## config.mk

```make
export PLATFORM = sky130hd
export DESIGN_NAME = qfc_classify
export DESIGN_NICKNAME = d
export VERILOG_FILES = /design/src/rtl/qfc_pkg.sv /design/src/rtl/qfc_field_split.sv /design/src/rtl/qfc_class_encode.sv /design/src/rtl/qfc_out_stage.sv /design/src/rtl/qfc_classify.sv
export SDC_FILE = /design/constraint.sdc
export NUM_CORES = 1
export LEC_CHECK = 0
export BUFFER_PORTS_ARGS = -buffer_cell sky130_fd_sc_hd__buf_2
export CAP_MARGIN = 40
export CORE_MARGIN = 8
export CORE_UTILIZATION = 31
export DETAILED_ROUTE_END_ITERATION = 10
export PLACE_DENSITY = 0.85
export SKIP_LAST_GASP = 1
export SLEW_MARGIN = 0
export SYNTH_ARGS = -nofsm -noshare
export SYNTH_HDL_FRONTEND = slang
export SYNTH_HIERARCHICAL = 1
export SYNTH_SLANG_ARGS = --single-unit
export TNS_END_PERCENT = 10
```

## constraint.sdc

```tcl
create_clock -name clk -period 3.3 [get_ports clk]
set_clock_uncertainty 0.1 [all_clocks]
set_input_delay 0.33 -clock clk [delete_from_list [all_inputs] [get_ports clk]]
set_output_delay 0.33 -clock clk [all_outputs]
set_load 0.02 [all_outputs]
```

## src/rtl/qfc_pkg.sv

```systemverilog
// Package: shared widths, class bit positions and decoded-field type
// for the quad-precision classifier.
package qfc_pkg;
    localparam int unsigned CLASS_N = 10;

    // Bit position of each class inside the result mask.
    typedef enum int unsigned {
        CLS_NEG_INF  = 0,
        CLS_NEG_NORM = 1,
        CLS_NEG_SUB  = 2,
        CLS_NEG_ZERO = 3,
        CLS_POS_ZERO = 4,
        CLS_POS_SUB  = 5,
        CLS_POS_NORM = 6,
        CLS_POS_INF  = 7,
        CLS_SNAN     = 8,
        CLS_QNAN     = 9
    } qfc_class_e;

    // Summary flags of the operand fields.
    typedef struct packed {
        logic sign;
        logic exp_ones;
        logic exp_zero;
        logic frac_zero;
        logic frac_msb;
    } qfc_fields_t;
endpackage

```

## src/rtl/qfc_field_split.sv

```systemverilog
// Module: qfc_field_split
// Reduces a floating-point operand to the five facts the class decision
// needs. Assumes the layout sign | exponent | fraction, sign at the MSB.
module qfc_field_split
    import qfc_pkg::*;
#(
    parameter int unsigned EXP_W  = 15,
    parameter int unsigned FRAC_W = 112,
    localparam int unsigned OP_W  = 1 + EXP_W + FRAC_W
) (
    input  logic [OP_W-1:0] op,
    output qfc_fields_t     fields
);
    logic [EXP_W-1:0]  exp_bits;
    logic [FRAC_W-1:0] frac_bits;

    assign exp_bits  = op[OP_W-2 -: EXP_W];
    assign frac_bits = op[FRAC_W-1:0];

    // Reduce the exponent and fraction to their summary flags.
    always_comb begin
        fields.sign      = op[OP_W-1];
        fields.exp_ones  = &exp_bits;
        fields.exp_zero  = ~|exp_bits;
        fields.frac_zero = ~|frac_bits;
        fields.frac_msb  = frac_bits[FRAC_W-1];
    end
endmodule

```

## src/rtl/qfc_class_encode.sv

```systemverilog
// Module: qfc_class_encode
// Turns the field summary into a one-hot class mask. Pure combinational.
// Assumes the fields come from a well-formed split (flags consistent).
module qfc_class_encode
    import qfc_pkg::*;
(
    input  qfc_fields_t        fields,
    output logic [CLASS_N-1:0] mask
);
    // Choose exactly one class bit from exponent, fraction and sign.
    always_comb begin
        mask = '0;
        if (fields.exp_ones) begin
            if (fields.frac_zero)
                mask[fields.sign ? CLS_NEG_INF : CLS_POS_INF] = 1'b1;
            else if (fields.frac_msb)
                mask[CLS_QNAN] = 1'b1;
            else
                mask[CLS_SNAN] = 1'b1;
        end else if (fields.exp_zero) begin
            if (fields.frac_zero)
                mask[fields.sign ? CLS_NEG_ZERO : CLS_POS_ZERO] = 1'b1;
            else
                mask[fields.sign ? CLS_NEG_SUB : CLS_POS_SUB] = 1'b1;
        end else begin
            mask[fields.sign ? CLS_NEG_NORM : CLS_POS_NORM] = 1'b1;
        end
    end
endmodule

```

## src/rtl/qfc_out_stage.sv

```systemverilog
// Module: qfc_out_stage
// Registers the class mask and the valid strobe, then zero-extends the
// mask to the integer width. Assumes XLEN >= CLASS_N.
module qfc_out_stage
    import qfc_pkg::*;
#(
    parameter int unsigned XLEN = 64
) (
    input  logic               clk,
    input  logic               rst_n,
    input  logic               in_valid,
    input  logic [CLASS_N-1:0] class_mask,
    output logic               out_valid,
    output logic [XLEN-1:0]    out_word
);
    logic [CLASS_N-1:0] mask_q;

    // Capture a new mask only on accepted operands; clear on reset.
    always_ff @(posedge clk) begin
        if (!rst_n) begin
            out_valid <= 1'b0;
            mask_q    <= '0;
        end else begin
            out_valid <= in_valid;
            if (in_valid)
                mask_q <= class_mask;
        end
    end

    // Zero-extend to the integer width when it is wider than the mask.
    generate
        if (XLEN > CLASS_N) begin : g_ext
            assign out_word = {{(XLEN-CLASS_N){1'b0}}, mask_q};
        end else begin : g_flat
            assign out_word = mask_q;
        end
    endgenerate
endmodule

```

## src/rtl/qfc_classify.sv

```systemverilog
// Module: qfc_classify (top)
// Classifies a binary128 operand into a one-hot ten-class mask with one
// cycle of latency. Raises no exception flags. Assumes XLEN >= 10.
module qfc_classify
    import qfc_pkg::*;
#(
    parameter int unsigned XLEN   = 64,
    parameter int unsigned EXP_W  = 15,
    parameter int unsigned FRAC_W = 112,
    localparam int unsigned OP_W  = 1 + EXP_W + FRAC_W
) (
    input  logic            clk,
    input  logic            rst_n,
    input  logic            in_valid,
    input  logic [OP_W-1:0] in_operand,
    output logic            out_valid,
    output logic [XLEN-1:0] out_mask
);
    qfc_fields_t        fields;
    logic [CLASS_N-1:0] class_mask;

    qfc_field_split #(.EXP_W(EXP_W), .FRAC_W(FRAC_W)) u_split (
        .op     (in_operand),
        .fields (fields)
    );

    qfc_class_encode u_encode (
        .fields (fields),
        .mask   (class_mask)
    );

    qfc_out_stage #(.XLEN(XLEN)) u_out (
        .clk        (clk),
        .rst_n      (rst_n),
        .in_valid   (in_valid),
        .class_mask (class_mask),
        .out_valid  (out_valid),
        .out_word   (out_mask)
    );
endmodule

```

## After elaboration in Yosys (flattened, before gate mapping)

Cells that the tools add are included.

- Word-level logic and storage cells: 36
- Output and inout port bits: 65
- Register bits: 11
- Input port bits: 131

- Order comparisons: 8
- Mux-type cells: 19
- Reduce and logical (&&, ||, !) cells: 7

Operators with widths:

| kind | number |
|---|---|
| >= comparator 32 x 1 -> 1 bit, second input constant | 4 |
| < comparator 32 x 5 -> 1 bit, second input constant | 4 |
| OR reduction 112 bit | 1 |
| 2-to-1 mux 10 bit | 3 |
| demux 1 bit (select 4 bit) | 4 |
| AND reduction 15 bit | 1 |
| OR reduction 15 bit | 1 |
| 2-to-1 mux 3 bit | 4 |
| 2-to-1 mux 8 bit | 1 |
| 2-to-1 mux 1 bit | 6 |
| logical AND 1 bit | 4 |
| 2-to-1 mux 2 bit | 1 |

## Depth between registers and ports, before layout

Gate-level depths: netlist of run 1.

- Word-level depth: 8
- Depth in mapped cells: 7
- Mapped depth without buffers: 7

## Modules after synthesis

Netlist of run 1, hierarchy kept.

Modules (own cells, without submodules):

| module | cells each | area an instance (um^2) | times used | sequential area each (um^2) |
|---|---|---|---|---|
| qfc_out_stage | 89 | 814.5 | 1 | 220.2 |
| qfc_field_split | 50 | 327.8 | 1 | 0.0 |
| qfc_class_encode | 10 | 90.1 | 1 | 0.0 |

## Least setup slack after synthesis of run 1

Ideal clock, no wire load.

- Path kind: input-to-reg
- Start: input port in_operand[89]
- End: register u_out.mask_q[2]
- Stages: 7
- Data arrival time: 2.096 ns
- Required time: 3.084 ns
- Setup time: 0.116 ns
- Path buffers: 0
- Setup slack: 0.988 ns
- Cells stage by stage: nor4_1 > nand4_1 > or4_1 > nor4_2 > and4bb_2 > mux2i_1 > nor2b_1

- Longest elaborated chain between the ends: 4
- Elaborated cells between the ends (all ways): 5
- Those cells by class: mux (4); reduce/logical (1)

RTL lines:

| element | RTL line | RTL |
|---|---|---|
| start: declaration | qfc_classify.sv:15 | `input logic [OP_W-1:0] in_operand,` |
| OR reduction 112 bit (*) | qfc_field_split.sv:25 | `fields.frac_zero = ~\|frac_bits;` |
| 2-to-1 mux 10 bit | qfc_class_encode.sv:21 | `if (fields.frac_zero)` |
| 2-to-1 mux 10 bit | qfc_class_encode.sv:20 | `end else if (fields.exp_zero) begin` |
| 2-to-1 mux 10 bit (*) | qfc_class_encode.sv:13 | `if (fields.exp_ones) begin` |
| net class_mask[2] | qfc_classify.sv:20 | `logic [CLASS_N-1:0] class_mask;` |
| end signal: assignment | qfc_out_stage.sv:26 | `mask_q <= class_mask;` |
| end: declaration | qfc_out_stage.sv:16 | `logic [CLASS_N-1:0] mask_q;` |

The timed path passes the listed nets; every way through them passes the cells marked *.
A chain may end at the register's enable or synchronous reset.

## Worst setup path after layout of run 1

Ends and elaborated chain as after synthesis.

==> summary.txt, run 1 <==
Outcome
  – Status: completed

Global route
  – Initial antenna violation count: 0
  – Largest net degree at the start of global routing: 12
  – Global-route wire length before repair: 7310 um
  – Number of global-route vias before repair: 1583
  – GRT Total Usage: 0.141
  – Grt ovf: 0

Detailed routing
  – Drt initial violations: 25
  – Antenna Nets Post-Route: 0
  – Vias: 1482
  – Pre-antenna DRT Iters: 4
  – DRC viols: 0
  – Final wirelength: 5200 um
  – Avg WL per Cell: 15.3 um
  – DR vias/cell: 4.36

Setup path
  – Crit path largest cell delay: 0.58 ns
  – RR Startpoint: u_out/mask_q[5]
  – Critical-path cell list: buf_2 > nor4_1 > nand4_1 > or4_1 > nor4_2 > and4bb_2 > mux2i_1 > nor2b_1
  – CP endpoint kind: flop
  – Largest fanout on the critical path: 8
  – Worst EP required: 3.33 ns
  – CP Launch Point: in_operand[89]
  – Worst Reg2Reg Path Length in Cells: 2
  – Worst Setup EP: u_out/mask_q[2]
  – Worst Path Class, Setup: input pin to flop
  – Slowest-stage cell, CP: nor4_2
  – Crit start category: input pin
  – RR Endpoint: u_out/mask_q[5]
  – Worst EP arrival: 2.53 ns
  – R2r setup slk: 2.56 ns

Yosys
  – Distinct cells, synth: 23
  – Post-synth top area share: 0.341
  – Mapped Area: 1230 um2
  – Ys async rst share: 0
  – Post-synthesis sequential area ratio: 0.179
  – Syn avg cell area: 8.27 um2
  – EDFF count, synth: 0
  – Top_reg_cell synth: dfxtp_1
  – Synth Register Bits: 11
  – Most area-consuming cells after synthesis: buf_4, dfxtp_1, nor4_1, mux2i_1, nor2b_1
  – Post-Synthesis Cells: 149
  – Most common cell in the netlist: buf_4
  – Synth warnings: 6
  – Most frequent cells after synthesis: buf_4, nor4_1, dfxtp_1
  – Synth area leader: buf_4

Min path
  – Hold Crit Start: rst_n
  – HP Class: input pin to flop

Clock tree
  – Root Driver: clkbuf_8
  – TritonCTS Buffers: 3
  – Reg clk slew, reported paths: 0.05 ns
  – Skew-Pair Late Insertion Delay: 0.23 ns
  – Clock sinks: 11
  – CTS Hold Bufs: 0
  – Max clock buf depth: 2
  – Setup Fix Bufs, Post-CTS: 0
  – Post_cts resized: 0
  – CTS tree: built
  – H-tree depth: 1

Timing
  – Finish-stage setup viols: 0
  – Period utilisation layout: 0.758
  – Final hold violations: 0
  – Fmax: 0.400 GHz
  – Post-layout minimum cycle time: 2.50 ns
  – Setup TNS: 0 ns
  – Hold slack: 0.329 ns
  – RSZ-0062 raised after global routing: no
  – Final setup margin: 0.799 ns
  – Slew HR: 0.610
  – Slew Viols, Final: 0
  – Worst Max-Slew Pin Slew: 0.581 ns

Finish
  – Final net count: 422
  – Diode count: 0
  – Util after Layout: 0.464
  – Final cell count without fillers: 340
  – Area grow syn2layout: 47.4%
  – Fraction of layout cells with a size suffix above 1: 0.524

Place
  – # port buffers: 141
  – Dpl hpwl: 4880 um
  – Post-Place Cells: 336
  – Gp weighted congestion: 0.791
  – Pre-CTS WS: 0.504 ns

Floorplanning
  – Die Span Y: 79.1 um
  – Core Region: 3910 um2
  – Die ar.: 6250 um2
  – # rows: 23
  – Initial Util: 0.315
  – Die W: 79.1 um
  – I/O pins: 196

Job
  – Max cap viols: 0

Power and ir drop
  – Worst IR drop on VDD: 0.000170 V
  – Lkg Pwr: 0.998 nW
  – PD cells: 236 nW/um2
kinds of logic (layout without fill, tap and decap cells):
family,count (synthesis),after routing,synth area share
multiplexers,10,10,0.0812
AND/OR/NAND/NOR,69,69,0.384
buffers and inverters,58,146,0.353
other,1,54,0.00304
flip-flops,11,11,0.179
through the flow:
stage                     total power, W  area [um2]
final                           0.000429        1820
after global routing            0.000452        1820
after CTS                       0.000428        1820
after detailed placement        0.000296        1770
after global placement          0.000293        1770
after floorplan                 0.000265        1430
sequential cells by signal (all words and copies together) (netlist names):
name             cells
u_out/mask_q        10
u_out/out_valid      1
how the worst min path moves through the flow:
stage	cells after the start	slack, ns	end
floorplan	1	0.36	u_out/mask_q[7]
global placement	2	0.39	u_out/mask_q[0]
detailed placement	2	0.40	u_out/mask_q[4]
CTS	2	0.33	u_out/mask_q[4]
global route	2	0.34	u_out/mask_q[9]
finish	2	0.33	u_out/mask_q[4]
power by group:
group	switching (W)	internal, W	leakage (nW)
logic	0.0000951	0.0000662	0.886
registers	0.000000802	0.000135	0.0892
clock network	0.0000473	0.0000845	0.0228
final cells by class:
| cell class | count | area (um2) |
|---|---|---|
| tap | 50 | 62.6 |
| timing repair buffer | 142 | 713 |
| clock buffer | 4 | 45.0 |
| fill | 403 | 2100 |
| multi-input combinational | 133 | 776 |
| sequential | 11 | 220 |
layer usage:
layer,global-route usage,vias up,wire (um)
li1,-,731,-
met1,0.154,657,1890
met2,0.272,92,2880
met3,0.0192,2,408
met4,0.0426,0,27
met5,0,-,0
layout by cell type, fill, tap and decap left out, types with 2 or more instances in the layout:
master / netlist / layout
mux2i_1: 10 / 10
and4bb_2: 2 / 2
dfxtp_1: 11 / 11
or4_1: 3 / 3
nand4_1: 9 / 9
conb_1: 1 / 54
nand3_1: 2 / 2
nor4_2: 2 / 2
nor3b_1: 2 / 2
nor4_1: 29 / 29
nor2b_1: 10 / 10
nor3_1: 2 / 2
clkbuf_8: 0 / 3
buf_2: 0 / 141
critical path, delay by kind of cell:
family | cells | cell delay, ns
buffers and inverters | 1 | 0.10
multiplexers | 1 | 0.13
AND/OR/NAND/NOR | 6 | 1.97
(Power assumes the default switching activity.)
==> run 2, diff against run 1 <==
CORE_UTILIZATION = 29   (was 31)
PLACE_DENSITY = 0.8   (was 0.85)
clock period = 2.4 ns   (was 3.3 ns; I/O delays follow)
==> summary.txt, run 2 (same netlist as run 1, synthesis figures left out) <==
Global route
  – Grt ovf: 0 (unchanged)
  – Largest net degree at the start of global routing: 12 (unchanged)
  – GRT Total Usage: 0.127 (-0.0146)
  – Initial antenna violation count: 0 (unchanged)
  – Global-route wire length before repair: 6720 um (-8.0%)
  – Number of global-route vias before repair: 1523 (-3.8%)

Detailed routing
  – Avg WL per Cell: 15.3 um (+0.22%)
  – Antenna Nets Post-Route: 0 (unchanged)
  – Vias: 1526 (+3.0%)
  – Drt initial violations: 61 (+140%)
  – Pre-antenna DRT Iters: 4 (unchanged)
  – Final wirelength: 5230 um (+0.52%)
  – DR vias/cell: 4.48 (+2.7%)
  – DRC viols: 0 (unchanged)

Power and ir drop
  – Internal: 0.000393 W (+38%)
  – Combinational share of power: 0.373 (-0.003)
  – Switch Pwr: 0.000199 W (+39%)
  – Worst IR drop on VDD: 0.000239 V (+41%)
  – Clock Power Share: 0.311 (+0.004)
  – PD cells: 322 nW/um2 (+36%)
  – Lkg Pwr: 1.02 nW (+2.4%)
  – Reg power frac: 0.316 (about the same)
  – Sw Share: 0.335 (+0.00180)

Timing
  – Setup TNS: 0 ns (unchanged)
  – Post-layout minimum cycle time: 2.24 ns
  – RSZ-0062 raised after global routing: no
  – Fmax: 0.446 GHz
  – Final hold violations: 0 (unchanged)
  – Slew Viols, Final: 0 (unchanged)
  – Period utilisation layout: 0.935
  – Hold slack: 0.231 ns (-0.0984 ns)
  – Finish-stage setup viols: 0 (unchanged)

Setup path
  – Buf+Inv Stages, Crit Path: 2 (+1)
  – Stages on worst setup path: 9 (+1)
  – CP Launch Point: in_operand[89]
  – Crit path max-delay family: simple AND/OR/NAND/NOR gates
  – Critical-path cell list: buf_2 > nor4_1 > nand4_1 > or4_4 > nor4_4 > buf_4 > and4bb_2 > mux2i_1 > nor2b_1
  – CP endpoint kind: flop
  – Largest fanout on the critical path: 8 (unchanged)
  – Worst Setup EP: u_out/mask_q[2]
  – R2r setup slk: 1.68 ns (-0.88 ns)
  – RR Endpoint: u_out/mask_q[6]
  – RR Startpoint: u_out/mask_q[6]
  – Crit path largest cell delay: 0.58 ns (about the same)
  – Worst EP required: 2.43 ns (-0.90 ns)
  – Worst Path Class, Setup: input pin to flop
  – Slowest-stage cell, CP: or4_4
  – Worst EP arrival: 2.27 ns (-0.26 ns)
  – Worst Reg2Reg Path Length in Cells: 2 (unchanged)
  – Crit start category: input pin

Floorplanning
  – # rows: 23 (unchanged)
  – Core Region: 4060 um2 (+3.7%)
  – I/O pins: 196 (unchanged)
  – Die W: 81.2 um (+2.7%)
  – Die ar.: 6590 um2 (+5.5%)
  – Die Span Y: 81.2 um (+2.7%)
  – Initial Util: 0.304 (-0.0112)

Finish
  – Final net count: 423 (+0.24%)
  – Most common cell after layout, fill and taps aside: buf_2
  – # fillers: 407 (+0.99%)
  – Commonest cells after routing, fill and taps aside: buf_2, conb_1, nor4_1
  – Max reg flops: 10 (unchanged)
  – Largest registers: u_out/mask_q x10, u_out/out_valid x1
  – Fraction of layout cells with a size suffix above 1: 0.529 (+0.00507)
  – Area grow syn2layout: 49.0%
  – Diode count: 0 (unchanged)
  – Most flops, register: u_out/mask_q
  – Final cell count without fillers: 341 (+0.29%)

Clock tree
  – Setup Fix Bufs, Post-CTS: 0 (unchanged)
  – Reg clk slew, reported paths: 0.05 ns (about the same)
  – Post_cts resized: 0 (unchanged)
  – Root Driver: clkbuf_8
  – Skew-Pair Late Insertion Delay: 0.23 ns (about the same)
  – TritonCTS Buffers: 3 (unchanged)
  – CTS Hold Bufs: 0 (unchanged)
  – Clock sinks: 11 (unchanged)
  – Max clock buf depth: 2 (unchanged)
  – CTS tree: built
  – H-tree depth: 1 (unchanged)

Job
  – Max cap viols: 0 (unchanged)

Min path
  – HP Class: input pin to flop
  – Hold path cells: 2 (unchanged)

Outcome
  – Status: completed

Place
  – Gp weighted congestion: 0.782 (-1.2%)
  – Post-Place Cells: 337 (+0.30%)
  – Dpl hpwl: 4840 um (-0.92%)
  – # port buffers: 141 (unchanged)
==> run 2: through the flow <==
step | cell area [um2] | utilization | setup slack (ns) | power (W)
after detailed placement | 1780 | 0.438 | -0.152 | 0.000407
after global placement | 1780 | 0.438 | -0.0634 | 0.000403
after floorplan | 1430 | - | 0.178 | 0.000365
final | 1840 | 0.453 | 0.155 | 0.000592
after global routing | 1840 | 0.453 | 0.00642 | 0.000624
after CTS | 1820 | 0.450 | 0.0837 | 0.000590
==> run 2: area by class of cell <==
class                           count  area (um2)  share of cell area
Timing Repair Buffer              143         721               0.392
Clock buffer                        4        45.0              0.0245
Tap cell                           50        62.6              0.0341
Multi-Input combinational cell    133         788               0.429
Sequential cell                    11         220               0.120
==> run 2: power groups by stage <==
stage	clock [W]	sequential (W)	combinational, W
after global routing	0.000199	0.000187	0.000238
after floorplan	0	0.000194	0.000171
after detailed placement	0	0.000191	0.000216
after global placement	0	0.000190	0.000213
final	0.000184	0.000187	0.000221
after CTS	0.000186	0.000187	0.000217
==> run 2: worst min path at each step <==
stage | startpoint | end
after CTS | rst_n | u_out/mask_q[7]
after global routing | rst_n | u_out/mask_q[1]
after detailed placement | u_out/mask_q[0] | u_out/mask_q[0]
after global placement | u_out/mask_q[7] | u_out/mask_q[7]
after floorplan | rst_n | u_out/mask_q[7]
final | rst_n | u_out/mask_q[0]
==> run 2: per-layer routing <==
metal | GRT usage | vias to the layer above | wire, um
li1 | - | 735 | -
met3 | 0.0464 | 14 | 640
met4 | 0.0429 | 0 | 67
met2 | 0.228 | 114 | 2790
met5 | 0 | - | 0
met1 | 0.133 | 663 | 1730
==> run 2: worst reg2reg max path, stage by stage, from the launching register on <==
cell and delay [ns]:
dfxtp_1 0.31, mux2i_1 0.14, nor2b_1 0.07
==> run 3, diff against run 2 <==
PLACE_DENSITY = 0.84   (was 0.8)
==> summary.txt, run 3 (same netlist as run 1, synthesis figures left out) <==
Outcome
  – Status: completed

Detailed routing
  – Final wirelength: 5240 um (+0.31%)
  – Antenna Nets Post-Route: 0 (unchanged)
  – Drt initial violations: 35 (-43%)
  – Pre-antenna DRT Iters: 4 (unchanged)
  – Avg WL per Cell: 15.4 um (+0.31%)
  – DR vias/cell: 4.44 (-0.79%)
  – Vias: 1514 (-0.79%)
  – DRC viols: 0 (unchanged)

Setup path
  – RR Startpoint: u_out/mask_q[2]
  – Largest fanout on the critical path: 8 (unchanged)
  – Worst Path Class, Setup: input pin to flop
  – Worst Reg2Reg Path Length in Cells: 2 (unchanged)
  – Crit start category: input pin
  – CP endpoint kind: flop
  – Worst EP required: 2.42 ns (about the same)
  – CP Launch Point: in_operand[106]
  – Worst EP arrival: 2.28 ns (about the same)

Finish
  – Largest registers: u_out/mask_q x10, u_out/out_valid x1
  – Commonest cells after routing, fill and taps aside: buf_2, conb_1, nor4_1
  – Diode count: 0 (unchanged)
  – Final Instance Area: 1840 um2 (+0.34%)
  – Fraction of layout cells with a size suffix above 1: 0.533 (+0.00344)
  – Final net count: 423 (unchanged)
  – Max reg flops: 10 (unchanged)
  – Util after Layout: 0.454 (+0.00154)
  – Most flops, register: u_out/mask_q
  – Area grow syn2layout: 49.5%
  – Most common cell after layout, fill and taps aside: buf_2

Power and ir drop
  – Worst IR drop on VDD: 0.000168 V (-30%)
  – Lkg Pwr: 1.02 nW (about the same)
  – PD cells: 323 nW/um2 (about the same)

Global route
  – Global-route wire length before repair: 6670 um (-0.71%)
  – GRT Total Usage: 0.124 (-0.00232)
  – Grt ovf: 0 (unchanged)
  – Number of global-route vias before repair: 1479 (-2.9%)
  – Largest net degree at the start of global routing: 12 (unchanged)
  – Initial antenna violation count: 0 (unchanged)

Clock tree
  – Clock sinks: 11 (unchanged)
  – TritonCTS Buffers: 3 (unchanged)
  – Root Driver: clkbuf_8
  – H-tree depth: 1 (unchanged)
  – Skew-Pair Late Insertion Delay: 0.23 ns (about the same)
  – CTS tree: built
  – Reg clk slew, reported paths: 0.05 ns (about the same)
  – CTS Hold Bufs: 0 (unchanged)
  – Max clock buf depth: 2 (unchanged)

Timing
  – Slew Viols, Final: 0 (unchanged)
  – Finish-stage setup viols: 0 (unchanged)
  – Fmax: 0.442 GHz (-0.69%)
  – Post-layout minimum cycle time: 2.26 ns (+0.0155 ns)
  – Final hold violations: 0 (unchanged)
  – Period utilisation layout: 0.942 (+0.00647)

Floorplanning
  – Die W: 81.2 um (unchanged)
  – Die ar.: 6590 um2 (unchanged)
  – # rows: 23 (unchanged)
  – Initial Util: 0.304 (unchanged)
  – Core Region: 4060 um2 (unchanged)
  – I/O pins: 196 (unchanged)
  – Die Span Y: 81.2 um (unchanged)

Min path
  – Hold Crit Start: rst_n
  – HP Class: input pin to flop
  – Hold path cells: 2 (unchanged)

Job
  – Max cap viols: 0 (unchanged)

Place
  – # port buffers: 141 (unchanged)
  – Dpl hpwl: 4790 um (-0.94%)
  – Area post-placement: 1780 um2 (unchanged)
  – Gp weighted congestion: 0.803 (+2.7%)
-- run 3: cell counts in the layout (fill, tap and decap cells not counted) --
No cell type changed its count.
-- run 3: metrics by stage --
stage | hold WS [ns] | TNS, ns | total power (W) | setup WS (ns) | instances
final | 0.241 | 0 | 0.000594 | 0.140 | 341
after global routing | 0.252 | -0.0265 | 0.000625 | -0.0265 | 341
after CTS | 0.234 | 0 | 0.000591 | 0.0665 | 341
after detailed placement | 0.402 | -0.423 | 0.000407 | -0.152 | 337
after global placement | 0.390 | -0.207 | 0.000405 | -0.0980 | 337
after floorplan | 0.268 | 0 | 0.000365 | 0.178 | 202
-- run 3: per-layer routing --
metal  GRT usage  up-vias  share of wire
met5           0        -              0
met1       0.140      653           0.33
met3      0.0442        2           0.14
li1            -      734              -
met2       0.220      125           0.52
met4      0.0268        0         0.0036
-- run 3: what timing repair did --
item | in CTS | in global routing
setup endpoints to repair | 0 | 4
buffers inserted | 0 | 0
hold endpoints to repair | 0 | 0
gates resized for setup | 0 | 3
-- run 3: final cells by class --
type	count	area, um2
fill	406	2210
timing repair buffer	143	721
clock buffer	4	45.0
multi-input combinational	133	795
sequential	11	220
tap	50	62.6
-- run 3: final timing paths --
check / slack, ns / to
setup reg to reg: 1.64 / u_out/mask_q[2]
hold / removal: 0.24 / u_out/mask_q[6]
hold reg to reg: 0.41 / u_out/mask_q[6]
setup / recovery: 0.14 / u_out/mask_q[2]
-- run 3: critical path, stage by stage --
cell,delay [ns]
buf_2,0.10
nor4_1,0.26
nand4_1,0.16
or4_4,0.58
nor4_4,0.28
buf_4,0.19
and4bb_2,0.22
mux2i_1,0.15
nor2b_1,0.08
-- run 3: report_power, final --
group	internal [W]	switching (W)	leakage (nW)
Combinational	0.0000914	0.000133	0.910
Clock	0.000116	0.0000671	0.0228
Sequential	0.000186	0.000000929	0.0892
